--- config.mk ---
export PLATFORM = sky130hd
export DESIGN_NAME = irq_sticky_status
export DESIGN_NICKNAME = d
export VERILOG_FILES = /design/src/rtl/irq_sticky_pkg.sv /design/src/rtl/irq_evt_detect.sv /design/src/rtl/irq_we_qual.sv /design/src/rtl/irq_sticky_bank.sv /design/src/rtl/irq_sticky_status.sv
export SDC_FILE = /design/constraint.sdc
export NUM_CORES = 1
export LEC_CHECK = 0
export ABC_AREA = 1
export BUFFER_PORTS_ARGS = -buffer_cell sky130_fd_sc_hd__buf_2
export CORE_ASPECT_RATIO = 1.1
export CORE_MARGIN = 5
export CORE_UTILIZATION = 46
export CTS_CLUSTER_DIAMETER = 40
export DETAILED_ROUTE_END_ITERATION = 8
export PLACE_DENSITY = 0.76
export SLEW_MARGIN = 20
export SYNTH_ARGS = -nofsm -noshare
export SYNTH_HDL_FRONTEND = slang
export SYNTH_SLANG_ARGS = --single-unit
--- constraint.sdc ---
create_clock -name clk -period 0.9 [get_ports clk]
set_clock_uncertainty 0.1 [all_clocks]
set_input_delay 0.045 -clock clk [delete_from_list [all_inputs] [get_ports clk]]
set_output_delay 0.045 -clock clk [all_outputs]
set_load 0.005 [all_outputs]
--- src/rtl/irq_sticky_pkg.sv ---
package irq_sticky_pkg;

  // How an event input is turned into a set request.
  typedef enum logic [1:0] {
    DET_LEVEL = 2'd0,
    DET_RISE  = 2'd1,
    DET_FALL  = 2'd2,
    DET_ANY   = 2'd3
  } det_mode_e;

endpackage

--- src/rtl/irq_evt_detect.sv ---
module irq_evt_detect
  import irq_sticky_pkg::*;
#(
  parameter int        W    = 8,
  parameter det_mode_e MODE = DET_ANY
) (
  input  logic         clk,
  input  logic         rst,
  input  logic [W-1:0] evt_i,
  output logic [W-1:0] hit_o
);

  // Previous-cycle copy; it updates on every cycle, whatever the qualifier is.
  logic [W-1:0] prev_q;

  always_ff @(posedge clk) begin
    if (rst) prev_q <= '0;
    else     prev_q <= evt_i;
  end

  generate
    if (MODE == DET_LEVEL) begin : g_level
      assign hit_o = evt_i;
    end else if (MODE == DET_RISE) begin : g_rise
      assign hit_o = evt_i & ~prev_q;
    end else if (MODE == DET_FALL) begin : g_fall
      assign hit_o = ~evt_i & prev_q;
    end else begin : g_any
      assign hit_o = evt_i ^ prev_q;
    end
  endgenerate

endmodule

--- src/rtl/irq_we_qual.sv ---
module irq_we_qual #(
  parameter bit ACTIVE_LOW = 1'b0
) (
  input  logic en_i,
  output logic ok_o
);

  generate
    if (ACTIVE_LOW) begin : g_low
      assign ok_o = ~en_i;
    end else begin : g_high
      assign ok_o = en_i;
    end
  endgenerate

endmodule

--- src/rtl/irq_sticky_bank.sv ---
module irq_sticky_bank #(
  parameter int W = 8
) (
  input  logic         clk,
  input  logic         rst,
  input  logic [W-1:0] set_i,
  input  logic [W-1:0] clr_i,
  output logic [W-1:0] q_o
);

  genvar b;
  generate
    for (b = 0; b < W; b++) begin : g_bit
      logic q;
      always_ff @(posedge clk) begin
        if (rst)           q <= 1'b0;
        else if (set_i[b]) q <= 1'b1;  // a hardware set beats a clear
        else if (clr_i[b]) q <= 1'b0;
      end
      assign q_o[b] = q;
    end
  endgenerate

endmodule

--- src/rtl/irq_sticky_status.sv ---
module irq_sticky_status
  import irq_sticky_pkg::*;
#(
  parameter int        LO_W          = 8,
  parameter int        HI_W          = 1,
  parameter det_mode_e MODE          = DET_ANY,
  parameter bit        WE_ACTIVE_LOW = 1'b0
) (
  input  logic                 clk,
  input  logic                 rst,
  input  logic [LO_W-1:0]      evt_lo,
  input  logic [HI_W-1:0]      evt_hi,
  input  logic                 en_lo,
  input  logic                 en_hi,
  input  logic                 sw_wr,
  input  logic [LO_W+HI_W-1:0] sw_wdata,
  output logic [LO_W+HI_W-1:0] sw_rdata,
  output logic                 irq
);

  localparam int TOT_W = LO_W + HI_W;

  logic [LO_W-1:0]  hit_lo, set_lo, st_lo;
  logic [HI_W-1:0]  hit_hi, set_hi, st_hi;
  logic             ok_lo, ok_hi;
  logic [TOT_W-1:0] clr_mask;

  assign clr_mask = sw_wr ? sw_wdata : '0;

  // Low group
  irq_evt_detect #(.W(LO_W), .MODE(MODE)) u_det_lo (
    .clk(clk), .rst(rst), .evt_i(evt_lo), .hit_o(hit_lo)
  );
  irq_we_qual #(.ACTIVE_LOW(WE_ACTIVE_LOW)) u_qual_lo (
    .en_i(en_lo), .ok_o(ok_lo)
  );
  assign set_lo = ok_lo ? hit_lo : '0;
  irq_sticky_bank #(.W(LO_W)) u_bank_lo (
    .clk(clk), .rst(rst), .set_i(set_lo),
    .clr_i(clr_mask[LO_W-1:0]), .q_o(st_lo)
  );

  // High group
  irq_evt_detect #(.W(HI_W), .MODE(MODE)) u_det_hi (
    .clk(clk), .rst(rst), .evt_i(evt_hi), .hit_o(hit_hi)
  );
  irq_we_qual #(.ACTIVE_LOW(WE_ACTIVE_LOW)) u_qual_hi (
    .en_i(en_hi), .ok_o(ok_hi)
  );
  assign set_hi = ok_hi ? hit_hi : '0;
  irq_sticky_bank #(.W(HI_W)) u_bank_hi (
    .clk(clk), .rst(rst), .set_i(set_hi),
    .clr_i(clr_mask[TOT_W-1:LO_W]), .q_o(st_hi)
  );

  assign sw_rdata = {st_hi, st_lo};
  assign irq      = |sw_rdata;

endmodule

# After elaboration in Yosys (flattened, before gate mapping)
# Index checks and enable logic that the tools add are counted.
[totals]
regBits = 18
output_inout_bits = 10
elab_cells = 44
[classes]
muxes = 21
n_bitwise = 2
reduce_logical = 10
[op_table]
columns = ["cell", "n"]
rows = [
  ["1-bit 2-to-1 mux", 19],
  ["2-bit nonzero test", 9],
  ["9-bit 2-to-1 mux", 1],
  ["9-bit OR reduction", 1],
  ["8-bit 2-to-1 mux", 1],
  ["8-bit XOR", 1],
  ["1-bit XOR", 1],
]

# Depth between registers and ports, before layout
# Gate-level depths: netlist of run 1.
[logic_depth]
depth_word = 3
mapped_depth = 4

# Modules after synthesis
# From an unflattened synthesis of run 1, not the netlist that was laid out.
[unflattened]
hier_cells = 166
area_unflattened_um2 = 1043.5
[by_module_without_submodules]
columns = ["module", "instances", "cells_each", "area_each_um2", "seq_area_each_um2"]
rows = [
  ["irq_sticky_bank at u_bank_lo", 1, 49, 391.6, 160.2],
  ["irq_evt_detect at u_det_lo", 1, 57, 371.6, 160.2],
  ["irq_sticky_status", 1, 46, 182.7, 0.0],
  ["irq_evt_detect at u_det_hi", 1, 7, 42.5, 20.0],
  ["irq_sticky_bank at u_bank_hi", 1, 5, 40.0, 20.0],
  ["irq_we_qual", 2, 1, 7.5, 0.0],
]

# Least setup slack after synthesis of run 1
# No wires, ideal clock.
[synth_timing]
path_type = "register to register"
from = "register u_det_lo.prev_q[6]"
to = "register u_bank_lo.g_bit[6].q"
setup_ps = 66
arrival_ps = 552
t_required_ps = 734
setup_slack_ps = 182
path_stages_with_launch = 5
path_cell_list = "dfxtp_1 > inv_1 > nand2_1 > nand3_1 > a21oi_2"
[synth_between]
elab_chain_cells = 3
elab_cells_between_ends = 4
cone_classes = "mux: 2; bitwise: 1; reduce/logical: 1"
[synth_rtl]
columns = ["item", "line_no", "text"]
rows = [
  ["from (decl)", "irq_evt_detect.sv:14", "logic [W-1:0] prev_q;"],
  ["from (signal assigned)", "irq_evt_detect.sv:18", "else prev_q <= evt_i;"],
  ["8-bit XOR *", "irq_evt_detect.sv:29", "assign hit_o = evt_i ^ prev_q;"],
  ["8-bit 2-to-1 mux *", "irq_sticky_status.sv:37", "assign set_lo = ok_lo ? hit_lo : '0;"],
  ["1-bit 2-to-1 mux or 2-bit nonzero test (tied branches)", "--", ""],
  ["to (signal assigned)", "irq_sticky_bank.sv:16", "if (rst) q <= 1'b0;"],
  ["to (signal assigned)", "irq_sticky_bank.sv:17", "else if (set_i[b]) q <= 1'b1;"],
  ["to (signal assigned)", "irq_sticky_bank.sv:18", "else if (clr_i[b]) q <= 1'b0;"],
  ["to (decl)", "irq_sticky_bank.sv:14", "logic q;"],
]
# Mark *: on every way between the ends. The rest lies on a longest branch, timed or not.
# A chain may end at the register's enable or synchronous reset.

# Final worst setup path of run 1
[layout_timing]
from = "register u_bank_hi.g_bit[0].q (netlist: u_bank_hi.q_o)"
to = "output irq"
[layout_between]
elab_chain_cells = 1
[layout_rtl]
columns = ["item", "line_no", "text"]
rows = [
  ["from (decl)", "irq_sticky_bank.sv:14", ""],
  ["from (signal assigned)", "irq_sticky_bank.sv:16", ""],
  ["from (signal assigned)", "irq_sticky_bank.sv:17", ""],
  ["from (signal assigned)", "irq_sticky_bank.sv:18", ""],
  ["9-bit OR reduction", "irq_sticky_status.sv:57", "assign irq = |sw_rdata;"],
  ["to (decl)", "irq_sticky_status.sv:18", "output logic irq"],
]
# No other way between the ends.

==> flow_summary_export.csv, run 1 <==
group,metric,value,unit
synth,synth_seq_area_share,43.4,%
layout,nets,182,
layout,instances_no_fill,176,
synth,synthTopCellsByCount,"36 x nand2_1, 18 x dfxtp_1, 18 x inv_1, 12 x nor2_1, 10 x buf_4",
place,hpwlAfterDp,1210,um
synth,ys_ff_latch,18,
power_and_ir_drop,power.leakage,0.599,nW
cts,cts_sinks,18,
cts,cts.clk_slew.worst_paths,100,ps
setup_path,cp_max_fo,2,
routing,ant_nets,0,
grt,antenna_found_initial,0,
layout,area_growth,47.5,%
power_and_ir_drop,p_comb_share,20.6,%
outcome,status,"finished, violations left",
power_and_ir_drop,power,0.00173,W
synth,ys.flop_type,"dfxtp_1",
grt,grt_max_degree,19,
power_and_ir_drop,clock_power_share,28.1,%
sta,rsz0062_at_grt,"true",
synth,synth_area_leaders,"dfxtp_1 43%, nand2_1 16%, buf_4 9.0%, inv_1 8.1%, nand3_1 5.4%",
sta,timing.final.crit_share,132,%
routing,drt-total-wl,2110,um
routing,routedWlPerCell,12.0,um
floorplan,coreArea,0.00174,sq mm
synth,yosys.area.top_type,"dfxtp_1",
synth,syn_inst,117,
sta,max_freq,844,MHz
sta,hold_violations,0,
setup_path,worst-setup-path-type,"flip-flop to output port",
sta,fin_ws,-285,ps
cts,cts_tree,"yes",
synth,synth-edff-count,0,
cts,h-tree-depth,1,
place,dp.cells,154,
sta,drv_slew,0,
grt,grt_usage,14.2,%
cts,clockBufferDepth,2,
sta,slew_headroom,75.4,%
place,io_buffers,32,
synth,yosysWarnings,0,
synth,synth_top_area_share,43.4,%
cts,numCtsBuffers,3,
grt,overflow,0,
floorplan,die-area,0.00275,sq mm
routing,vias_per_cell,4.72,
floorplan,fp.dieW,50.5,um
layout,drive_above_1_share,41.8,%
sta,worstMarginPinSlew,369,ps
place,place.gp.congestion,0.712,
sta,period_needed,1180,ps
synth,netlist_area,830,sq um
setup_path,worstPathArrival,1040,ps
grt,first_global_vias,800,
power_and_ir_drop,p_sw,0.000435,W
layout,fin_util,70.3,%
setup_path,cp-start-kind,"flip-flop",
job,drv_cap,0,
setup_path,r2r_setup_slack,-10,ps
setup_path,required,750,ps
power_and_ir_drop,ir_worst_vdd,1.02,mV
floorplan,initial_core_util,47.6,%
synth,yosysMostFrequentCell,"nand2_1",
routing,route.detailed.drc,0,
floorplan,rows,16,
synth,synthDistinctLibCells,12,
setup_path,end_kind,"output port",
layout,n_antenna_cell,0,
layout,fill_cells,129,
power_and_ir_drop,powerDensity,1410,mW/mm^2
place,pre_cts_ws,10.8,ps
routing,drtPass1Iterations,4,
cts,clkLatencyLatePin,280,ps
outcome,violations,"setup timing",
routing,vias,831,
power_and_ir_drop,switching_share,25.1,%
sta,setup_viol,4,
power_and_ir_drop,seq_power_share,51.3,%
power_and_ir_drop,p_int,0.00130,W
synth,syn_avg_cell_area,7.09,sq um
sta,whs,33.4,ps
min_path,worstHoldPathType,"primary input to flip-flop",
grt,grt_pass1_wl,3000,um
cts,cts-root-buf,"clkbuf_4",
synth,async_flop_share,0,%
routing,drt_iter0_markers,17,
floorplan,die_y,54.5,um
floorplan,ios,33,
synth,synth_nets,140,
[path summary, 6_finish.rpt]
| check | from | end | cells after the start |
|---|---|---|---|
| worst min register to register | u_bank_lo.g_bit[3].q | u_bank_lo.g_bit[3].q | 2 |
| worst min-delay path | sw_wr | u_bank_lo.g_bit[3].q | 4 |
| worst max-delay path | u_bank_hi.q_o | irq | 3 |
| worst max register to register | u_bank_hi.q_o | u_bank_hi.q_o | 4 |
[metal layers]
layer | wire, um | share of wire, % | vias up | global-route usage [%]
met1 | 786 | 37 | 358 | 14.0
met4 | 63 | 3.0 | 0 | 8.09
met5 | 0 | 0 | - | 0
met3 | 145 | 6.9 | 6 | 3.27
met2 | 1110 | 53 | 38 | 27.1
li1 | - | - | 429 | -
[placed cells by master (no fill, tap or decap)]
cell type / synthesis / layout
nand2_2: 0 / 2
a21oi_1: 7 / 4
inv_1: 18 / 10
nand2_1: 36 / 34
buf_6: 2 / 5
nand3_1: 9 / 3
nor2_1: 12 / 12
clkbuf_8: 0 / 1
dfxtp_1: 18 / 8
buf_4: 10 / 1
dfxtp_2: 0 / 10
nor3_2: 0 / 1
a21oi_2: 2 / 5
dlygate4sd3_1: 0 / 20
nand3_2: 0 / 6
clkbuf_4: 0 / 3
nand4_1: 1 / 1
inv_2: 0 / 8
buf_2: 0 / 24
[stage by stage]
step / area (sq um) / setup TNS, ps
2_1_floorplan: 830 / 0
3_3_place_gp: 900 / 0
3_5_place_dp: 900 / 0
5_1_grt: 1220 / -835
4_1_cts: 1170 / -373
6_report: 1220 / -494
[repair_timing]
item                       4_1_cts  5_1_grt
setup endpoints to repair       10       19
resized for setup               11       26
hold endpoints to repair        18        0
hold buffers                    20        0
pin swaps                        1        2
buffers inserted                 1        1
[kinds of logic after synthesis]
family	synth area share, %
AO/OA/AOI/OAI	6.33
buffers and inverters	21.7
flip-flops	43.4
AND/OR/NAND/NOR	28.5
[state kept, by name, indices dropped and copies added, names as in the netlist]
signal	flops
u_bank_lo.g_bit.q	8
u_det_lo.prev_q	8
u_bank_hi.q_o	1
u_det_hi.prev_q	1
[final cells by class]
| type | instances | area (sq um) | share of cell area [%] |
|---|---|---|---|
| clock buffer | 4 | 36.3 | 2.97 |
| inverter | 18 | 67.6 | 5.52 |
| multi-input combinational | 68 | 340 | 27.8 |
| sequential | 18 | 373 | 30.5 |
| tap | 18 | 22.5 | 1.84 |
| timing repair buffer | 50 | 384 | 31.4 |
[worst max-delay path, stage by stage (launching register included)]
cell and delay (ps):
dfxtp_2 330, nor3_2 170, nand4_1 110, buf_2 140
[power by group through the flow]
| stage | Sequential (W) | Combinational, W | Clock (W) |
|---|---|---|---|
| floorplan | 0.000891 | 0.000183 | 0 |
| global placement | 0.000893 | 0.000224 | 0 |
| detailed placement | 0.000896 | 0.000232 | 0 |
| CTS | 0.000884 | 0.000310 | 0.000498 |
| global route | 0.000895 | 0.000395 | 0.000532 |
| finish | 0.000888 | 0.000356 | 0.000486 |
No activity file was read; power rests on OpenSTA's default activity.
==> inputs of run 2 (changes only) <==
==> constraint.sdc (replaced) <==
create_clock -name clk -period 0.9 [get_ports clk]
set_clock_uncertainty 0.1 [all_clocks]
set_input_delay 0.045 -clock clk [delete_from_list [all_inputs] [get_ports clk]]
set_output_delay 0.045 -clock clk [all_outputs]
set_load 0.1 [all_outputs]
==> flow_summary_export.csv, run 2 (synthesis gave the netlist of run 1 again) <==
group,metric,value,unit
power_and_ir_drop,powerDensity,1470,mW/mm^2
setup_path,cp-start-kind,"flip-flop",
routing,vias,982,
power_and_ir_drop,ir_worst_vdd,1.14,mV
outcome,violations,"setup timing",
grt,first_global_vias,854,
cts,cts.clk_slew.worst_paths,100,ps
job,drv_cap,0,
floorplan,initial_core_util,47.6,%
routing,drt-total-wl,3070,um
sta,period_needed,1380,ps
setup_path,crit_family,"simple AND/OR/NAND/NOR gates",
sta,max_freq,724,MHz
routing,dr_wl_met3,208,um
routing,drt_iter0_markers,42,
cts,cts-root-buf,"clkbuf_4",
setup_path,cp_slowest_stage_delay,340,ps
place,hpwlAfterDp,1410,um
sta,slew_headroom,74.7,%
setup_path,required,750,ps
layout,fill_cells,68,
grt,grt_pass1_wl,3690,um
layout,drive_above_1_share,48.8,%
sta,worstMarginPinSlew,380,ps
layout,area_growth,84.8,%
layout,finalInstanceArea,0.00153,sq mm
floorplan,fp.dieW,50.5,um
layout,layout_common_cells,"30 x nand2_1, 19 x dlygate4sd3_1, 18 x buf_2",
setup_path,end_kind,"output port",
routing,top_layer,"met4",
sta,setup_viol,12,
sta,timing.final.crit_share,153,%
grt,grt_usage,18.2,%
routing,drtPass1Iterations,5,
layout,top_regs,"u_bank_lo.g_bit.q (8), u_det_lo.prev_q (8)",
layout,multi_input_area,363,sq um
cts,clockBufferDepth,2,
place,place_area,0.00112,sq mm
grt,antenna_found_initial,0,
place,io_buffers,32,
layout,n_antenna_cell,0,
place,place.gp.congestion,0.694,
floorplan,die-area,0.00275,sq mm
routing,route.detailed.drc,0,
setup_path,critPathSlowestCell,"dfxtp_2",
setup_path,cp_max_fo,2,
routing,ant_nets,0,
floorplan,ios,33,
sta,drv_slew,0,
outcome,status,"finished, violations left",
setup_path,cp_num_buf_inv,1,
sta,fin_ws,-481,ps
min_path,worstHoldPathType,"primary input to flip-flop",
floorplan,coreArea,0.00174,sq mm
cts,cts_sinks,18,
setup_path,worst-setup-path-type,"flip-flop to output port",
grt,grt_max_degree,19,
sta,hold_violations,0,
setup_path,worstPathArrival,1240,ps
layout,fin_util,88.0,%
setup_path,reg2reg_depth,5,
cts,numCtsBuffers,3,
sta,rsz0062_at_grt,"true",
power_and_ir_drop,power.leakage,0.738,nW
layout,nets,196,
setup_path,path_cells,"nor3_2 > nand4_1 > buf_12",
routing,vias_per_cell,5.17,
layout,final_common_cell,"nand2_1",
floorplan,rows,16,
min_path,hold_depth,2,
routing,routedWlPerCell,16.1,um
cts,clkLatencyLatePin,290,ps
cts,h-tree-depth,1,
floorplan,die_y,54.5,um
layout,final-seq-area,374,sq um
setup_path,cp.depth,3,
cts,cts_tree,"yes",
routing,met2_length,1510,um
routing,m1WireLength,1210,um
grt,overflow,0,
run 2: worst paths after layout:
path | start | slack (ps) | end
setup / recovery | u_bank_lo.g_bit[1].q | -480 | irq
hold / removal | rst | 40 | u_det_lo.prev_q[6]
setup reg to reg | u_bank_lo.g_bit[1].q | -120 | u_bank_lo.g_bit[1].q
hold reg to reg | u_det_lo.prev_q[3] | 470 | u_bank_lo.g_bit[3].q
run 2: final cells by class:
type	count	area share (%)
clock buffers	4	2.37
repair buffers	64	43.7
inverters	18	4.41
multi-input cells	68	23.7
flip-flops and latches	18	24.4
well taps	18	1.47
run 2: stage by stage:
stage,power (W),instances,setup slack (ps),TNS (ps),hold WS [ps]
final,0.00226,190,-481,-2230,36.1
after global routing,0.00233,190,-574,-2650,53.4
after CTS,0.00214,188,-415,-1900,5.23
after detailed placement,0.00156,163,-96.5,-96.5,184
after global placement,0.00155,163,-79.8,-79.8,175
after floorplan,0.00134,117,-621,-621,69.9
run 2: timing repair:
item	CTS	global route
buffers inserted	1	9
pin swaps	2	11
resized for setup	18	38
endpoints found under the setup margin	10	18
hold buffers	20	0
hold endpoints to repair	18	0
run 2: layer usage:
| metal | vias to the layer above | GRT usage (%) |
|---|---|---|
| met5 | - | 0 |
| met4 | 0 | 9.79 |
| met1 | 455 | 18.7 |
| met3 | 14 | 3.00 |
| met2 | 54 | 35.1 |
| li1 | 459 | - |
run 2: power by group:
part | internal, W | switching, W
clock | 0.000247 | 0.000249
sequential | 0.000856 | 0.0000379
combinational | 0.000376 | 0.000493
==> inputs of run 3 (changes only) <==
--- a/constraint.sdc
+++ b/constraint.sdc
@@ -3,3 +3,3 @@
 set_input_delay 0.045 -clock clk [delete_from_list [all_inputs] [get_ports clk]]
 set_output_delay 0.045 -clock clk [all_outputs]
-set_load 0.1 [all_outputs]
+set_load 0.05 [all_outputs]
==> flow_summary_export.csv, run 3 (synthesis gave the netlist of run 1 again) <==
group,metric,value,unit
grt,overflow,0,
routing,drt_iter0_markers,29,
routing,route.detailed.drc,0,
setup_path,required,750,ps
cts,clockBufferDepth,2,
sta,fin_ws,-324,ps
sta,slew_headroom,74.8,%
sta,rsz0062_at_grt,"true",
cts,cts-root-buf,"clkbuf_4",
layout,drive_above_1_share,40.3,%
cts,clkLatencyLatePin,290,ps
routing,vias_per_cell,4.81,
place,io_buffers,32,
place,hpwlAfterDp,1270,um
sta,max_freq,817,MHz
sta,period_needed,1220,ps
power_and_ir_drop,powerDensity,1470,mW/mm^2
sta,whs,-4.79,ps
layout,top_regs,"u_bank_lo.g_bit.q (8), u_det_lo.prev_q (8)",
sta,drv_slew,0,
cts,cts.clk_slew.worst_paths,100,ps
setup_path,reg2reg_depth,4,
cts,h-tree-depth,1,
setup_path,r2r_start,"u_det_lo.prev_q[2]",
layout,area_growth,57.5,%
setup_path,worstPathArrival,1080,ps
sta,worstMarginPinSlew,378,ps
layout,final_common_cell,"nand2_1",
setup_path,timing.rr.end,"u_bank_lo.g_bit[2].q",
place,dp.cells,156,
routing,ant_nets,0,
cts,numCtsBuffers,3,
routing,routedWlPerCell,12.3,um
outcome,violations,"hold timing, setup timing",
setup_path,critPathLaunch,"u_bank_lo.g_bit[1].q",
place,place.gp.congestion,0.666,
layout,nets,183,
grt,antenna_found_initial,0,
grt,grt_usage,14.1,%
power_and_ir_drop,ir_worst_vdd,0.872,mV
sta,timing.final.crit_share,136,%
sta,tns,-1100,ps
setup_path,end_kind,"output port",
power_and_ir_drop,power.leakage,0.636,nW
grt,grt_pass1_wl,2920,um
routing,vias,851,
layout,instances_no_fill,177,
floorplan,initial_core_util,47.6,%
setup_path,cp-start-kind,"flip-flop",
setup_path,cp_max_fo,2,
min_path,worstHoldPathType,"primary input to flip-flop",
place,place_area,921,sq um
cts,cts_sinks,18,
setup_path,crit_path_end,"irq",
job,drv_cap,0,
grt,grt_max_degree,19,
setup_path,r2r_setup_slack,40,ps
layout,layout_common_cells,"34 x nand2_1, 19 x buf_2, 18 x dlygate4sd3_1",
floorplan,coreArea,0.00174,sq mm
routing,drtPass1Iterations,4,
outcome,status,"finished, violations left",
routing,drt-total-wl,2170,um
setup_path,worst-setup-path-type,"flip-flop to output port",
floorplan,rows,16,
layout,finalInstanceArea,0.00131,sq mm
min_path,min_from,"evt_lo[7]",
sta,hold_violations,1,
floorplan,die-area,0.00275,sq mm
floorplan,ios,33,
cts,cts_tree,"yes",
sta,setup_viol,10,
layout,n_antenna_cell,0,
grt,first_global_vias,736,
floorplan,die_y,54.5,um
floorplan,fp.dieW,50.5,um
place,pre_cts_ws,-50.2,ps
-- run 3: cell types whose count changed in the layout (fill, tap and decap cells not counted), moves of 2 or more --
| cell | change |
|---|---|
| nand2_2 | -2 |
| nand2_4 | -2 |
| dfxtp_2 | -2 |
| buf_12 | -10 |
| dfxtp_1 | +2 |
| buf_6 | -12 |
| inv_2 | -2 |
| buf_8 | +9 |
| nand2_1 | +4 |
| inv_1 | +2 |
-- run 3: worst min path at each step --
| stage | cells past startpoint | end |
|---|---|---|
| after detailed placement | 3 | u_det_lo.prev_q[0] |
| after global routing | 3 | u_bank_lo.g_bit[6].q |
| final | 3 | u_det_lo.prev_q[7] |
| after floorplan | 2 | u_det_hi.prev_q |
| after CTS | 3 | u_bank_lo.g_bit[5].q |
| after global placement | 3 | u_det_lo.prev_q[2] |
-- run 3: final cells by class --
type,instances,area [sq um]
fillers,114,435
multi-input cells,68,344
flip-flops and latches,18,372
repair buffers,51,464
well taps,18,22.5
clock buffers,4,36.3
inverters,18,67.6
-- run 3: routing by layer --
metal  track usage [%]  part of all wire [%]
met5                 0                     0
met4              8.94                   3.1
met3              1.09                   4.6
met2              27.5                    53
met1              14.4                    39
-- run 3: where the power goes --
part	switching [W]	total (W)	internal, W
Sequential	0.0000455	0.000900	0.000855
Clock	0.000239	0.000485	0.000247
Combinational	0.000285	0.000537	0.000252
-- run 3: critical path, stage by stage, from the launching register on --
cell and delay (ps):
dfxtp_2 350, nor3_2 160, nand4_1 110, buf_6 170
-- run 3: repair_timing --
| item | CTS | global route |
|---|---|---|
| hold buffers | 19 | 0 |
| resized for setup | 40 | 18 |
| pin swaps | 1 | 6 |
| endpoints found under the hold margin | 18 | 0 |
| setup endpoints to repair | 10 | 18 |
| setup buffers | 1 | 2 |
-- run 3: through the flow --
stage / util [%] / power (W)
finish: 75.0 / 0.00192
CTS: 73.0 / 0.00190
detailed placement: 52.9 / 0.00126
floorplan: - / 0.00120
global placement: 52.9 / 0.00125
global route: 75.0 / 0.00201
